File: src/rtl/soe_thread_ctl.sv
module soe_thread_ctl #(
  parameter int NTHR      = 4,
  parameter int FLUSH_CYC = 3,
  parameter int PC_W      = 32,
  localparam int NPC_W    = 9,
  localparam int TW       = (NTHR > 1) ? $clog2(NTHR) : 1,
  localparam int FCW      = (FLUSH_CYC > 1) ? $clog2(FLUSH_CYC) : 1
) (
  input  logic             clk,
  input  logic             rst_n,
  input  logic             miss_valid,
  input  logic [TW-1:0]    miss_tid,
  input  logic [NTHR-1:0]  done_vec,
  input  logic             stall,
  input  logic             nano_mode,
  input  logic             nano_load,
  input  logic [NPC_W-1:0] nano_load_pc,
  input  logic [PC_W-1:0]  main_pc,
  output logic [TW-1:0]    active_tid,
  output logic             running,
  output logic             flush,
  output logic             fetch_nano,
  output logic [PC_W-1:0]  fetch_addr
);

  typedef enum logic [1:0] {S_RUN, S_FLUSH, S_IDLE} st_t;

  st_t              st;
  logic [TW-1:0]    act;
  logic [NTHR-1:0]  wait_q, wait_nx;
  logic [FCW-1:0]   fcnt;
  logic [NPC_W-1:0] npc;
  logic             miss_ok, found;
  logic [TW-1:0]    pick;

  assign miss_ok = miss_valid && (st == S_RUN) && (miss_tid == act);
  assign wait_nx = (wait_q & ~done_vec) | (miss_ok ? (NTHR'(1) << act) : '0);

  always_comb begin
    found = 1'b0;
    pick  = act;
    for (int k = 1; k <= NTHR; k++) begin
      if (!found && !wait_nx[TW'((int'(act) + k) % NTHR)]) begin
        found = 1'b1;
        pick  = TW'((int'(act) + k) % NTHR);
      end
    end
  end

  always_ff @(posedge clk) begin
    if (!rst_n) begin
      st     <= S_RUN;
      act    <= '0;
      wait_q <= '0;
      fcnt   <= '0;
    end else begin
      wait_q <= wait_nx;
      case (st)
        S_RUN, S_IDLE: begin
          if (miss_ok || st == S_IDLE) begin
            if (found) begin
              act  <= pick;
              st   <= S_FLUSH;
              fcnt <= FCW'(FLUSH_CYC - 1);
            end else begin
              st <= S_IDLE;
            end
          end
        end
        default: begin
          if (fcnt == '0) st <= S_RUN;
          else fcnt <= fcnt - 1'b1;
        end
      endcase
    end
  end

  always_ff @(posedge clk) begin
    if (!rst_n) npc <= '0;
    else if (nano_load) npc <= nano_load_pc;
    else if (fetch_nano) npc <= npc + 1'b1;
  end

  assign active_tid = act;
  assign running    = (st == S_RUN);
  assign flush      = (st == S_FLUSH);
  assign fetch_nano = nano_mode && stall && running;
  assign fetch_addr = fetch_nano ? {main_pc[PC_W-1:NPC_W], npc} : main_pc;

  int   flen;
  logic past_ok;
  always_ff @(posedge clk) begin
    if (!rst_n) begin
      flen    <= 0;
      past_ok <= 1'b0;
    end else begin
      flen    <= flush ? flen + 1 : 0;
      past_ok <= 1'b1;
    end
  end

  assert_hold_R2: assert property (@(posedge clk) disable iff (!rst_n)
    (running && !(miss_valid && miss_tid == active_tid)) |=> (running && $stable(active_tid)));

  assert_leave_run_R3: assert property (@(posedge clk) disable iff (!rst_n)
    (running && miss_valid && miss_tid == active_tid) |=> !running);

  assert_flush_len_R4: assert property (@(posedge clk) disable iff (!rst_n)
    $fell(flush) |-> (flen == FLUSH_CYC && running));

  assert_page_R8: assert property (@(posedge clk) disable iff (!rst_n)
    fetch_nano |-> (fetch_addr[PC_W-1:NPC_W] == main_pc[PC_W-1:NPC_W]));

  assert_nano_step_R9: assert property (@(posedge clk) disable iff (!rst_n)
    (past_ok && fetch_nano && $past(fetch_nano) && !$past(nano_load)) |->
      (fetch_addr[NPC_W-1:0] == NPC_W'($past(fetch_addr[NPC_W-1:0]) + 1'b1)));

  assert_main_sel_R10: assert property (@(posedge clk) disable iff (!rst_n)
    !nano_mode |-> (fetch_addr == main_pc));

endmodule

File: config.mk
export PLATFORM = sky130hd
export DESIGN_NAME = soe_thread_ctl
export DESIGN_NICKNAME = d
export VERILOG_FILES = /design/src/rtl/soe_thread_ctl.sv
export SDC_FILE = /design/constraint.sdc
export NUM_CORES = 1
export LEC_CHECK = 0
export BUFFER_PORTS_ARGS = -buffer_cell sky130_fd_sc_hd__clkbuf_2
export CAP_MARGIN = 10
export CORE_MARGIN = 10
export CORE_UTILIZATION = 47
export DETAILED_ROUTE_END_ITERATION = 10
export PLACE_DENSITY = 0.84
export SLEW_MARGIN = 20
export SYNTH_ARGS = -nofsm -noshare
export SYNTH_HDL_FRONTEND = slang
export SYNTH_SLANG_ARGS = --single-unit
File: constraint.sdc
create_clock -name clk -period 3.9 [get_ports clk]
set_input_delay 0.585 -clock clk [delete_from_list [all_inputs] [get_ports clk]]
set_output_delay 0.585 -clock clk [all_outputs]
set_load 0.005 [all_outputs]
==> impl_summary.log, run 1 <==
[metrics] number of remaining DRC errors: 0
[metrics] startpoint of the most critical setup path: active_tid[0]$_SDFFE_PN0P_
[metrics] post-CTS clock slew at the launch and capture registers of the worst setup and hold paths: 0.11 ns
[metrics] RR Startpoint: active_tid[0]$_SDFFE_PN0P_
[metrics] Resized cells post-CTS: 0
[metrics] Worst Setup Path Type: flop to flop
[metrics] final number of max-transition violations: 0
[metrics] commonest non-fill, non-tap cell in the layout: sky130_fd_sc_hd__clkbuf_2
[metrics] GR Overflow Total: 0
[metrics] Hold WC Path Type: flop to flop
[metrics] pin count of the biggest net entering global routing: 18
[metrics] maximum vdd drop: 0.000161 V
[metrics] number of enable flip-flop cells after synthesis: 0
[metrics] minimum period implied by the final worst setup slack: 2.65 ns
[metrics] share of the yosys chip area belonging to registers: 24.5%
[metrics] IO Port Bufs: 43
[metrics] mux share of post-synthesis cell area: 14.3%
[metrics] reg2reg setup slack: 1.25 ns
[metrics] Clock Path Buffers: 2
[metrics] count of standard-cell rows: 20
[metrics] total power density per cell area: 253 nW/um^2
[metrics] I/O pin cnt: 90
[metrics] period utilization: 67.8%
[metrics] top post-synthesis cells by area: sky130_fd_sc_hd__dfxtp_1, sky130_fd_sc_hd__buf_4, sky130_fd_sc_hd__mux2_2, sky130_fd_sc_hd__ha_1, sky130_fd_sc_hd__nor2_1
[metrics] Post-Syn Area: 1550 sq um
[metrics] CTS tree: yes
[metrics] number of iterations in the first detailed-routing pass: 4
[metrics] syn_nets: 235
[metrics] routed vias/inst: 5.34
[metrics] Area Growth Syn to Fin: 6.04%
[metrics] flop and latch count out of synthesis: 19
[metrics] CP endpoint kind: flop
[metrics] layout cell share with drive strength beyond 1: 32.5%
[metrics] Leak Pwr: 0.000708 uW
[metrics] endpoint of the worst setup timing path: active_tid[1]$_SDFFE_PN0P_
[metrics] placement-stage cell area: 1620 sq um
[metrics] worst-margin pin slew: 0.675 ns
[metrics] startpoint type of the worst setup path: flop
[metrics] top cell type by total area after synthesis: sky130_fd_sc_hd__dfxtp_1
[metrics] outcome: finished clean
[metrics] top cell type's share of synthesized area: 24.5%
[metrics] Cell variety after synth: 44
[metrics] largest fanout on the critical path: 10
[metrics] largest family of logic cells by synthesized area: simple AND/OR/NAND/NOR gates
[metrics] number of warnings issued by yosys: 0
[metrics] DRC marker count from the first detailed-route iteration: 191
[metrics] Max Clock Freq: 378 MHz
[metrics] leading register cell type out of synthesis: sky130_fd_sc_hd__dfxtp_1
[metrics] cell count after synthesis: 176
[metrics] clock insertion delay at the later pin of the skew report: 0.30 ns
[metrics] unrepaired setup endpoints after global routing: no
[metrics] Sink Count: 19
[metrics] Crit path arrival time: 2.85 ns
[metrics] Post-Layout Inst Area: 1650 sq um
[metrics] Layout Skew: 0.00709 ns
[metrics] Post-Synthesis Mean Instance Area: 8.82 sq um
[metrics] floorplan die width: 77.5 microns
[metrics] critical path data required time: 4.10 ns
[metrics] Final HPWL DP: 2840 microns
[metrics] total clock buffers created by CTS: 3
[metrics] htree depth: 1
[metrics] Setup TNS: 0 ns
[metrics] number of antenna violations at the first check in global routing: 0
[metrics] Reg2Reg Capture Point: active_tid[1]$_SDFFE_PN0P_
[metrics] Die Ht: 77.5 microns
[metrics] Die Footprint: 6000 sq um
[metrics] via count of the first global-routing pass: 1219
[metrics] final setup violating endpoints: 0
[metrics] Wirelength per Cell: 14.7 microns
[metrics] post-CTS repair timing setup buffer count: 0
[metrics] wire length of the first global-routing pass: 5930 microns
[metrics] ANT nets after route: 0
[metrics] Ant. Diodes: 0
[metrics] max_slew headroom: 55.0%
[metrics] Core ar.: 3100 sq um
[metrics] overall global routing resource usage: 11.7%
[metrics] Post-Synth XOR/XNOR Area: 6.20%
[metrics] routability cong.: 0.932
[metrics] clock root buffer master: sky130_fd_sc_hd__clkbuf_4
[metrics] async set-reset flop share out of synthesis: 0%
[metrics] Max-cap violations: 0
[metrics] DR vias: 1272
[metrics] hold bufs inserted after CTS: 0
[metrics] synthesized-area fraction occupied by ao, oa, aoi and oai cells: 15.5%
[metrics] Worst R2R Path Depth: 8
[metrics] effective utilization at floorplan: 50.0%
[metrics] fin nets: 254
[metrics] share of synthesized cell area in and, or, nand and nor gates: 19.6%
[metrics] total detailed-routing wirelength: 3510 microns
[metrics] count of endpoints failing hold in the final timing report: 0
[metrics] share of synthesized cell area in full adder, half adder and majority cells: 4.83%
[metrics] highest-count cells in the layout ignoring fill and taps: sky130_fd_sc_hd__clkbuf_2, sky130_fd_sc_hd__nor2_1, sky130_fd_sc_hd__dfxtp_1
[cells in the mapped netlist (2+ instances only)]
library cell,instances
sky130_fd_sc_hd__buf_4,23
sky130_fd_sc_hd__nor2_1,20
sky130_fd_sc_hd__dfxtp_1,19
sky130_fd_sc_hd__mux2_2,9
sky130_fd_sc_hd__inv_1,8
sky130_fd_sc_hd__nand2_1,8
sky130_fd_sc_hd__nand2b_1,8
sky130_fd_sc_hd__a21oi_1,7
sky130_fd_sc_hd__ha_1,6
sky130_fd_sc_hd__mux2i_1,5
sky130_fd_sc_hd__o21ai_0,5
sky130_fd_sc_hd__xnor2_1,5
sky130_fd_sc_hd__nand4_1,4
sky130_fd_sc_hd__nand4bb_1,4
sky130_fd_sc_hd__o31a_1,4
sky130_fd_sc_hd__o31ai_1,4
sky130_fd_sc_hd__and3_1,3
sky130_fd_sc_hd__clkbuf_1,3
sky130_fd_sc_hd__o21a_1,3
sky130_fd_sc_hd__mux4_2,2
sky130_fd_sc_hd__nor3_1,2
sky130_fd_sc_hd__o311a_1,2
[layer usage]
layer	vias up	part of all wire, %	track usage (%)	wire, microns
met3	4	4.5	2.19	157
li1	643	-	-	-
met5	-	0	0	0
met1	592	42	14.0	1470
met4	0	1.1	4.93	38
met2	33	52	19.8	1840
[sequential cells by signal (all words and copies together), names as in the netlist]
name / count
npc: 9
wait_q: 4
active_tid: 2
fcnt: 2
st: 2
[metrics by stage]
step | std cells | utilization, % | setup slack [ns] | hold WS [ns] | total power (uW)
3_3_place_gp | 234 | 52.2 | 1.38 | 0.457 | 319
3_5_place_dp | 234 | 52.2 | 1.30 | 0.465 | 323
6_report | 238 | 53.1 | 1.25 | 0.481 | 417
5_1_grt | 238 | 53.1 | 1.05 | 0.508 | 444
2_1_floorplan | 176 | - | 1.50 | 0.440 | 304
4_1_cts | 238 | 53.1 | 1.23 | 0.482 | 422
[worst min path at each step]
stage               slack [ns]                  from  depth (start not counted)              endpoint
floorplan                 0.44  fcnt[1]$_SDFFE_PN0P_                          2  fcnt[1]$_SDFFE_PN0P_
detailed placement        0.47  fcnt[1]$_SDFFE_PN0P_                          2  fcnt[1]$_SDFFE_PN0P_
CTS                       0.48  fcnt[1]$_SDFFE_PN0P_                          2  fcnt[1]$_SDFFE_PN0P_
global route              0.51       nano_load_pc[1]                          3   npc[1]$_SDFFE_PN0P_
global placement          0.46  fcnt[1]$_SDFFE_PN0P_                          2  fcnt[1]$_SDFFE_PN0P_
finish                    0.48  fcnt[1]$_SDFFE_PN0P_                          2  fcnt[1]$_SDFFE_PN0P_
[where the power goes]
part,switching (uW),leakage (uW),internal (uW),total (uW)
sequential,12.4,0.000155,203,216
combinational,49.4,0.000535,52.4,102
clock,61.6,0.0000177,38.2,99.8
[logic make-up (layout without fill, tap and decap cells)]
logic type / Yosys count / after routing
and+or+nand+nor: 56 / 56
adders and majority gates: 6 / 6
xor gates and xnor gates: 8 / 8
AOI/OAI and AO/OA: 33 / 33
muxes: 17 / 17
DFF: 19 / 19
buffers and inverters: 37 / 55
[worst max-delay path, stage by stage (launching register included)]
cell                        delay (ns)
sky130_fd_sc_hd__dfxtp_1          0.48
sky130_fd_sc_hd__inv_1            0.28
sky130_fd_sc_hd__ha_1             0.20
sky130_fd_sc_hd__nand4bb_1        0.13
sky130_fd_sc_hd__o31a_1           0.34
sky130_fd_sc_hd__mux4_2           0.50
sky130_fd_sc_hd__nand2b_4         0.16
sky130_fd_sc_hd__o2111a_1         0.26
sky130_fd_sc_hd__a32o_1           0.20
[final cells by class]
class	count	area, sq um
clock inverter	1	5.00
tap	44	55.1
fill	294	1460
inverter	8	30.0
sequential	19	380
timing repair buffer	43	215
clock buffer	3	22.5
multi-input combinational	120	938
Power figures use the tool's default switching activity.
==> run 2: changes to the inputs <==
Settings changed: CORE_UTILIZATION 47 to 44, PLACE_DENSITY 0.84 to 0.79.
Clock period 3.9 ns to 2.65 ns, I/O delays scaled along.
==> run 2 against run 1 <==
- clock skew down 0.0043 ns
- sequential cell count is the same
- count of clock-buffer cells in the layout stayed put
- hold slack worse by 0.17 ns
- worst setup slack worse by 1.1 ns
- sequential power up 47%
- first-iteration DRC count is 51% lower
- critical path type unchanged
- highest routed layer unchanged
==> impl_summary.log, run 2 (synthesis gave the netlist of run 1 again) <==
[metrics] register area: 380 sq um (unchanged)
[metrics] number of remaining DRC errors: 0 (unchanged)
[metrics] startpoint of the most critical setup path: active_tid[0]$_SDFFE_PN0P_
[metrics] Setup TNS: 0 ns (unchanged)
[metrics] Core ar.: 3360 sq um (+8.4%)
[metrics] startpoint type of the worst setup path: flop
[metrics] overall global routing resource usage: 11.1% (-0.52 points)
[metrics] DR vias: 1278 (+0.47%)
[metrics] max_slew headroom: 67.9% (+13 points)
[metrics] CTS tree: yes
[metrics] RR Startpoint: active_tid[0]$_SDFFE_PN0P_
[metrics] IO Port Bufs: 43 (unchanged)
[metrics] highest-count cells in the layout ignoring fill and taps: sky130_fd_sc_hd__clkbuf_2, sky130_fd_sc_hd__nor2_1, sky130_fd_sc_hd__dfxtp_1
[metrics] Resized cells post-CTS: 0 (unchanged)
[metrics] minimum period implied by the final worst setup slack: 2.50 ns (-0.149 ns)
[metrics] area used by multi-input combinational logic: 938 sq um (unchanged)
[metrics] GR Overflow Total: 0 (unchanged)
[metrics] count of standard-cell rows: 21 (+5.0%)
[metrics] flip-flop count of the largest register, all copies and words added: 9 (unchanged)
[metrics] number of antenna violations at the first check in global routing: 0 (unchanged)
[metrics] CP endpoint kind: flop
[metrics] post-CTS repair timing setup buffer count: 0 (unchanged)
[metrics] largest fanout on the critical path: 10 (unchanged)
[metrics] number of cells in the design after placement: 240 (+2.6%)
[metrics] final setup violating endpoints: 0 (unchanged)
[metrics] post-CTS clock slew at the launch and capture registers of the worst setup and hold paths: 0.12 ns (about the same)
[metrics] cell-by-cell trace of the critical path: ha_1 -> nand4bb_1 -> o31a_1 -> mux4_2 -> nand2b_4 -> o2111a_1 -> a32o_1
[metrics] fin cells: 244 (+2.5%)
[metrics] I/O pin cnt: 90 (unchanged)
[metrics] Crit path arrival time: 2.71 ns (-0.14 ns)
[metrics] total clock buffers created by CTS: 3 (unchanged)
[metrics] floorplan die width: 79.4 microns (+2.5%)
[metrics] count of endpoints failing hold in the final timing report: 0 (unchanged)
[metrics] Top reg by flops: npc
[metrics] Post-Layout Inst Area: 1680 sq um (+2.1%)
[metrics] tightest hold margin: 0.306 ns (-0.174 ns)
[metrics] hold bufs inserted after CTS: 0 (unchanged)
[metrics] wire length of the first global-routing pass: 5840 microns (-1.5%)
[metrics] htree depth: 1 (unchanged)
[metrics] fillcell total: 366 (+24%)
[metrics] Ant. Diodes: 0 (unchanged)
[metrics] via count of the first global-routing pass: 1332 (+9.3%)
[metrics] Area Growth Syn to Fin: 8.30%
[metrics] maximum vdd drop: 0.000313 V (+95%)
[metrics] routability cong.: 0.912 (-2.2%)
[metrics] ANT nets after route: 0 (unchanged)
[metrics] Die Ht: 79.4 microns (+2.5%)
[metrics] clock root buffer master: sky130_fd_sc_hd__clkbuf_4
[metrics] layout cell share with drive strength beyond 1: 33.8% (+1.4 points)
[metrics] unrepaired setup endpoints after global routing: no
[metrics] Leak Pwr: 0.000723 uW (+2.2%)
[metrics] placement-stage cell area: 1650 sq um (+2.0%)
[metrics] Final HPWL DP: 2880 microns (+1.5%)
[metrics] period utilization: 94.2% (+26 points)
[metrics] leading registers by flop count: npc (9), wait_q (4)
[metrics] worst-margin pin slew: 0.480 ns (-0.195 ns)
[metrics] critical path data required time: 2.87 ns (-1.23 ns)
[metrics] maximum cell stage delay along the critical path: 0.64 ns (+0.14 ns)
[metrics] Layout Skew: 0.00276 ns (-0.00433 ns)
[metrics] routed vias/inst: 5.24 (-2.0%)
[metrics] Wirelength per Cell: 14.5 microns (-1.5%)
[metrics] fin nets: 258 (+1.6%)
[metrics] Hold WC Path Type: input port to flop
[metrics] effective utilization at floorplan: 46.2% (-3.9 points)
[metrics] pin count of the biggest net entering global routing: 16 (-2)
[metrics] Max-cap violations: 0 (unchanged)
[metrics] launch point of the worst hold path: nano_load_pc[0]
[metrics] Worst Setup Path Type: flop to flop
[metrics] outcome: finished clean
[metrics] Max Clock Freq: 401 MHz (+6.0%)
[metrics] Clock Path Buffers: 2 (unchanged)
[metrics] crit path max-delay cell type: sky130_fd_sc_hd__dfxtp_1
[metrics] commonest non-fill, non-tap cell in the layout: sky130_fd_sc_hd__clkbuf_2
[metrics] final number of max-transition violations: 0 (unchanged)
[metrics] Sink Count: 19 (unchanged)
[metrics] Die Footprint: 6310 sq um (+5.0%)
[metrics] total power density per cell area: 377 nW/um^2 (+49%)
[metrics] total detailed-routing wirelength: 3540 microns (+1.0%)
[metrics] DRC marker count from the first detailed-route iteration: 94 (-51%)
[metrics] clock insertion delay at the later pin of the skew report: 0.31 ns (about the same)
[metrics] number of iterations in the first detailed-routing pass: 4 (unchanged)
[run 2: through the flow]
| stage | util [%] | total power [uW] | setup WS [ns] |
|---|---|---|---|
| CTS | 50.0 | 644 | 0.139 |
| detailed placement | 49.1 | 480 | 0.161 |
| finish | 50.0 | 633 | 0.154 |
| global placement | 49.1 | 477 | 0.236 |
| global route | 50.0 | 673 | 0.0326 |
| floorplan | - | 447 | 0.250 |
[run 2: area by class of cell]
class	instances	share of cell area, %
sequential	19	22.6
tap	46	3.42
inverter	8	1.79
clock inverter	1	0.446
multi-input combinational	120	55.8
timing repair buffer	47	14.6
clock buffer	3	1.34
[run 2: per-layer routing]
layer | up-vias | GRT usage (%) | wire (microns)
met4 | 0 | 4.66 | 44
met1 | 572 | 12.6 | 1470
met5 | - | 0 | 0
met3 | 4 | 4.28 | 339
met2 | 56 | 18.4 | 1690
li1 | 646 | - | -
[run 2: path summary, 6_finish.rpt]
kind / endpoint / slack (ns) / depth (start not counted)
hold / removal: npc[0]$_SDFFE_PN0P_ / 0.31 / 3
setup / recovery: active_tid[1]$_SDFFE_PN0P_ / 0.15 / 7
hold reg to reg: fcnt[1]$_SDFFE_PN0P_ / 0.49 / 2
setup reg to reg: active_tid[1]$_SDFFE_PN0P_ / 0.15 / 7
[run 2: report_power, final]
part / switching (uW) / internal (uW)
clock network: 103 / 57.7
logic: 73.6 / 81.8
registers: 17.9 / 299
[run 2: worst max-delay path, delay by kind of cell (launching register included)]
family / cells / cell delay [ns]
flip-flops: 1 / 0.64
AO/OA/AOI/OAI: 3 / 0.76
multiplexers: 1 / 0.50
adder cells (fa/ha/maj): 1 / 0.22
AND/OR/NAND/NOR: 2 / 0.28
==> run 3: changes to the inputs <==
Settings changed: CORE_ASPECT_RATIO set to 1.4, CORE_UTILIZATION 44 to 40, PLACE_DENSITY 0.79 to 0.73.
==> run 3 against run 2 <==
- sequential share of layout area decreased by 0.077 points
- global-route usage decreased by 0.20 points
- count of clock-buffer cells in the layout increased by 1
- total power increased by 6.1%
- utilization decreased by 4.4 points
- non-clock buffer count is the same
- cell count is 1.6% lower
- via count is 1.3% higher
- highest routed layer unchanged
- critical path type unchanged
- sequential power hardly changed
- hold slack gained 0.071 ns
==> impl_summary.log, run 3 (synthesis gave the netlist of run 1 again) <==
[metrics] Setup TNS: 0 ns (unchanged)
[metrics] Finished Core Util: 45.6% (-4.4 points)
[metrics] routability cong.: 0.933 (+2.3%)
[metrics] via count of the first global-routing pass: 1424 (+6.9%)
[metrics] DR vias: 1295 (+1.3%)
[metrics] maximum vdd drop: 0.000318 V (+1.6%)
[metrics] effective utilization at floorplan: 41.9% (-4.3 points)
[metrics] pin count of the biggest net entering global routing: 16 (unchanged)
[metrics] largest fanout on the critical path: 7 (-3)
[metrics] routed vias/inst: 5.40 (+3.0%)
[metrics] Top reg by flops: npc
[metrics] I/O pin cnt: 90 (unchanged)
[metrics] CTS tree: yes
[metrics] post-CTS clock slew at the launch and capture registers of the worst setup and hold paths: 0.07 ns (-0.05 ns)
[metrics] crit path max-delay cell type: sky130_fd_sc_hd__dfxtp_1
[metrics] Die Ht: 93.7 microns (+18%)
[metrics] clock insertion delay at the later pin of the skew report: 0.25 ns (-0.06 ns)
[metrics] wire length of the first global-routing pass: 6240 microns (+6.8%)
[metrics] final setup violating endpoints: 0 (unchanged)
[metrics] htree depth: 1 (unchanged)
[metrics] Buf+Inv Stages, Crit Path: 0 (unchanged)
[metrics] layout cell share with drive strength beyond 1: 33.8% (unchanged)
[metrics] Leak Pwr: 0.000732 uW (+1.3%)
[metrics] hold bufs inserted after CTS: 0 (unchanged)
[metrics] floorplan die width: 72.7 microns (-8.5%)
[metrics] Final HPWL DP: 2930 microns (+1.6%)
[metrics] clock root buffer master: sky130_fd_sc_hd__clkbuf_8
[metrics] Clock Path Buffers: 2 (unchanged)
[metrics] fillcell total: 380 (+3.8%)
[metrics] tightest hold margin: 0.377 ns (+0.0708 ns)
[metrics] GR Overflow Total: 0 (unchanged)
[metrics] final number of max-transition violations: 0 (unchanged)
[metrics] number of antenna violations at the first check in global routing: 0 (unchanged)
[metrics] cell-by-cell trace of the critical path: ha_1 -> nand4bb_1 -> o31a_1 -> mux4_2 -> nand2b_4 -> o2111a_1 -> a32o_1
[metrics] Wirelength per Cell: 15.0 microns (+3.1%)
[metrics] Core ar.: 3710 sq um (+10%)
[metrics] startpoint of the most critical setup path: active_tid[1]$_SDFFE_PN0P_
[metrics] Die Footprint: 6810 sq um (+8.0%)
[metrics] Layout Skew: 0.00277 ns (+0.00000643 ns)
[metrics] Sink Count: 19 (unchanged)
[metrics] IO Port Bufs: 43 (unchanged)
[metrics] outcome: finished clean
[metrics] worst-margin pin slew: 0.456 ns (-0.0246 ns)
[metrics] maximum cell stage delay along the critical path: 0.52 ns (-0.12 ns)
[metrics] Largest delay share family, worst path: compound AO/OA/AOI/OAI gates
[metrics] launch point of the worst hold path: nano_load_pc[0]
[metrics] ANT nets after route: 0 (unchanged)
[metrics] total clock buffers created by CTS: 3 (unchanged)
[metrics] fin nets: 258 (unchanged)
[metrics] flip-flop count of the largest register, all copies and words added: 9 (unchanged)
[metrics] total power density per cell area: 397 nW/um^2 (+5.4%)
[metrics] count of standard-cell rows: 26 (+24%)
[metrics] max_slew headroom: 69.6% (+1.6 points)
[metrics] highest-count cells in the layout ignoring fill and taps: sky130_fd_sc_hd__clkbuf_2, sky130_fd_sc_hd__nor2_1, sky130_fd_sc_hd__dfxtp_1
[metrics] Area Growth Syn to Fin: 9.02%
[metrics] DRC marker count from the first detailed-route iteration: 60 (-36%)
[metrics] number of remaining DRC errors: 0 (unchanged)
[metrics] CP endpoint kind: flop
[metrics] period utilization: 89.9% (-4.3 points)
[metrics] number of iterations in the first detailed-routing pass: 4 (unchanged)
[metrics] Hold WC Path Type: input port to flop
[metrics] total detailed-routing wirelength: 3590 microns (+1.4%)
[metrics] overall global routing resource usage: 11.0% (-0.20 points)
[metrics] Crit path arrival time: 2.53 ns (-0.18 ns)
[metrics] Worst Setup Path Type: flop to flop
[metrics] Max-cap violations: 0 (unchanged)
[metrics] Max Clock Freq: 420 MHz (+4.7%)
[metrics] unrepaired setup endpoints after global routing: no
[metrics] minimum period implied by the final worst setup slack: 2.38 ns (-0.113 ns)
[metrics] RR Startpoint: active_tid[1]$_SDFFE_PN0P_
[metrics] post-CTS repair timing setup buffer count: 0 (unchanged)
[metrics] critical path data required time: 2.80 ns (-0.07 ns)
[metrics] Ant. Diodes: 0 (unchanged)
[metrics] commonest non-fill, non-tap cell in the layout: sky130_fd_sc_hd__clkbuf_2
[metrics] leading registers by flop count: npc (9), wait_q (4)
[metrics] startpoint type of the worst setup path: flop
[metrics] count of endpoints failing hold in the final timing report: 0 (unchanged)
[metrics] Resized cells post-CTS: 0 (unchanged)
-- run 3: report_power, final --
group	total, uW	internal, uW	leakage, uW	switching (uW)
registers	318	300	0.000156	18.0
clock network	199	107	0.0000228	92.5
logic	155	81.9	0.000554	73.2
-- run 3: tightest hold or removal path: stages --
cell	delay [ns]
sky130_fd_sc_hd__clkbuf_2	0.07
sky130_fd_sc_hd__a21oi_1	0.05
sky130_fd_sc_hd__nor2_1	0.07
-- run 3: final timing paths --
check / to / slack (ns) / cells after the start
max reg2reg: active_tid[1]$_SDFFE_PN0P_ / 0.27 / 7
min: npc[0]$_SDFFE_PN0P_ / 0.38 / 3
min reg2reg: fcnt[1]$_SDFFE_PN0P_ / 0.48 / 2
max: active_tid[1]$_SDFFE_PN0P_ / 0.27 / 7
-- run 3: stage by stage --
step | setup slack [ns] | cell area [sq um] | std cells | power [uW]
global placement | 0.203 | 1650 | 236 | 478
global route | 0.144 | 1690 | 240 | 718
finish | 0.267 | 1690 | 240 | 672
CTS | 0.132 | 1690 | 240 | 682
detailed placement | 0.142 | 1650 | 236 | 481
floorplan | 0.250 | 1550 | 176 | 447
-- run 3: metal layers --
| metal | global-route usage [%] | vias to the layer above | wire (microns) |
|---|---|---|---|
| met5 | 0 | - | 0 |
| met1 | 11.6 | 585 | 1420 |
| li1 | - | 648 | - |
| met2 | 17.5 | 58 | 1670 |
| met3 | 5.93 | 4 | 454 |
| met4 | 4.76 | 0 | 49 |
-- run 3: final cells by class --
| class | count | area (sq um) | area share, % |
|---|---|---|---|
| repair buffers | 47 | 245 | 14.5 |
| multi-input cells | 120 | 938 | 55.4 |
| clock buffers | 4 | 45.0 | 2.66 |
| inverters | 8 | 30.0 | 1.77 |
| flip-flops and latches | 19 | 382 | 22.5 |
| well taps | 42 | 52.6 | 3.10 |
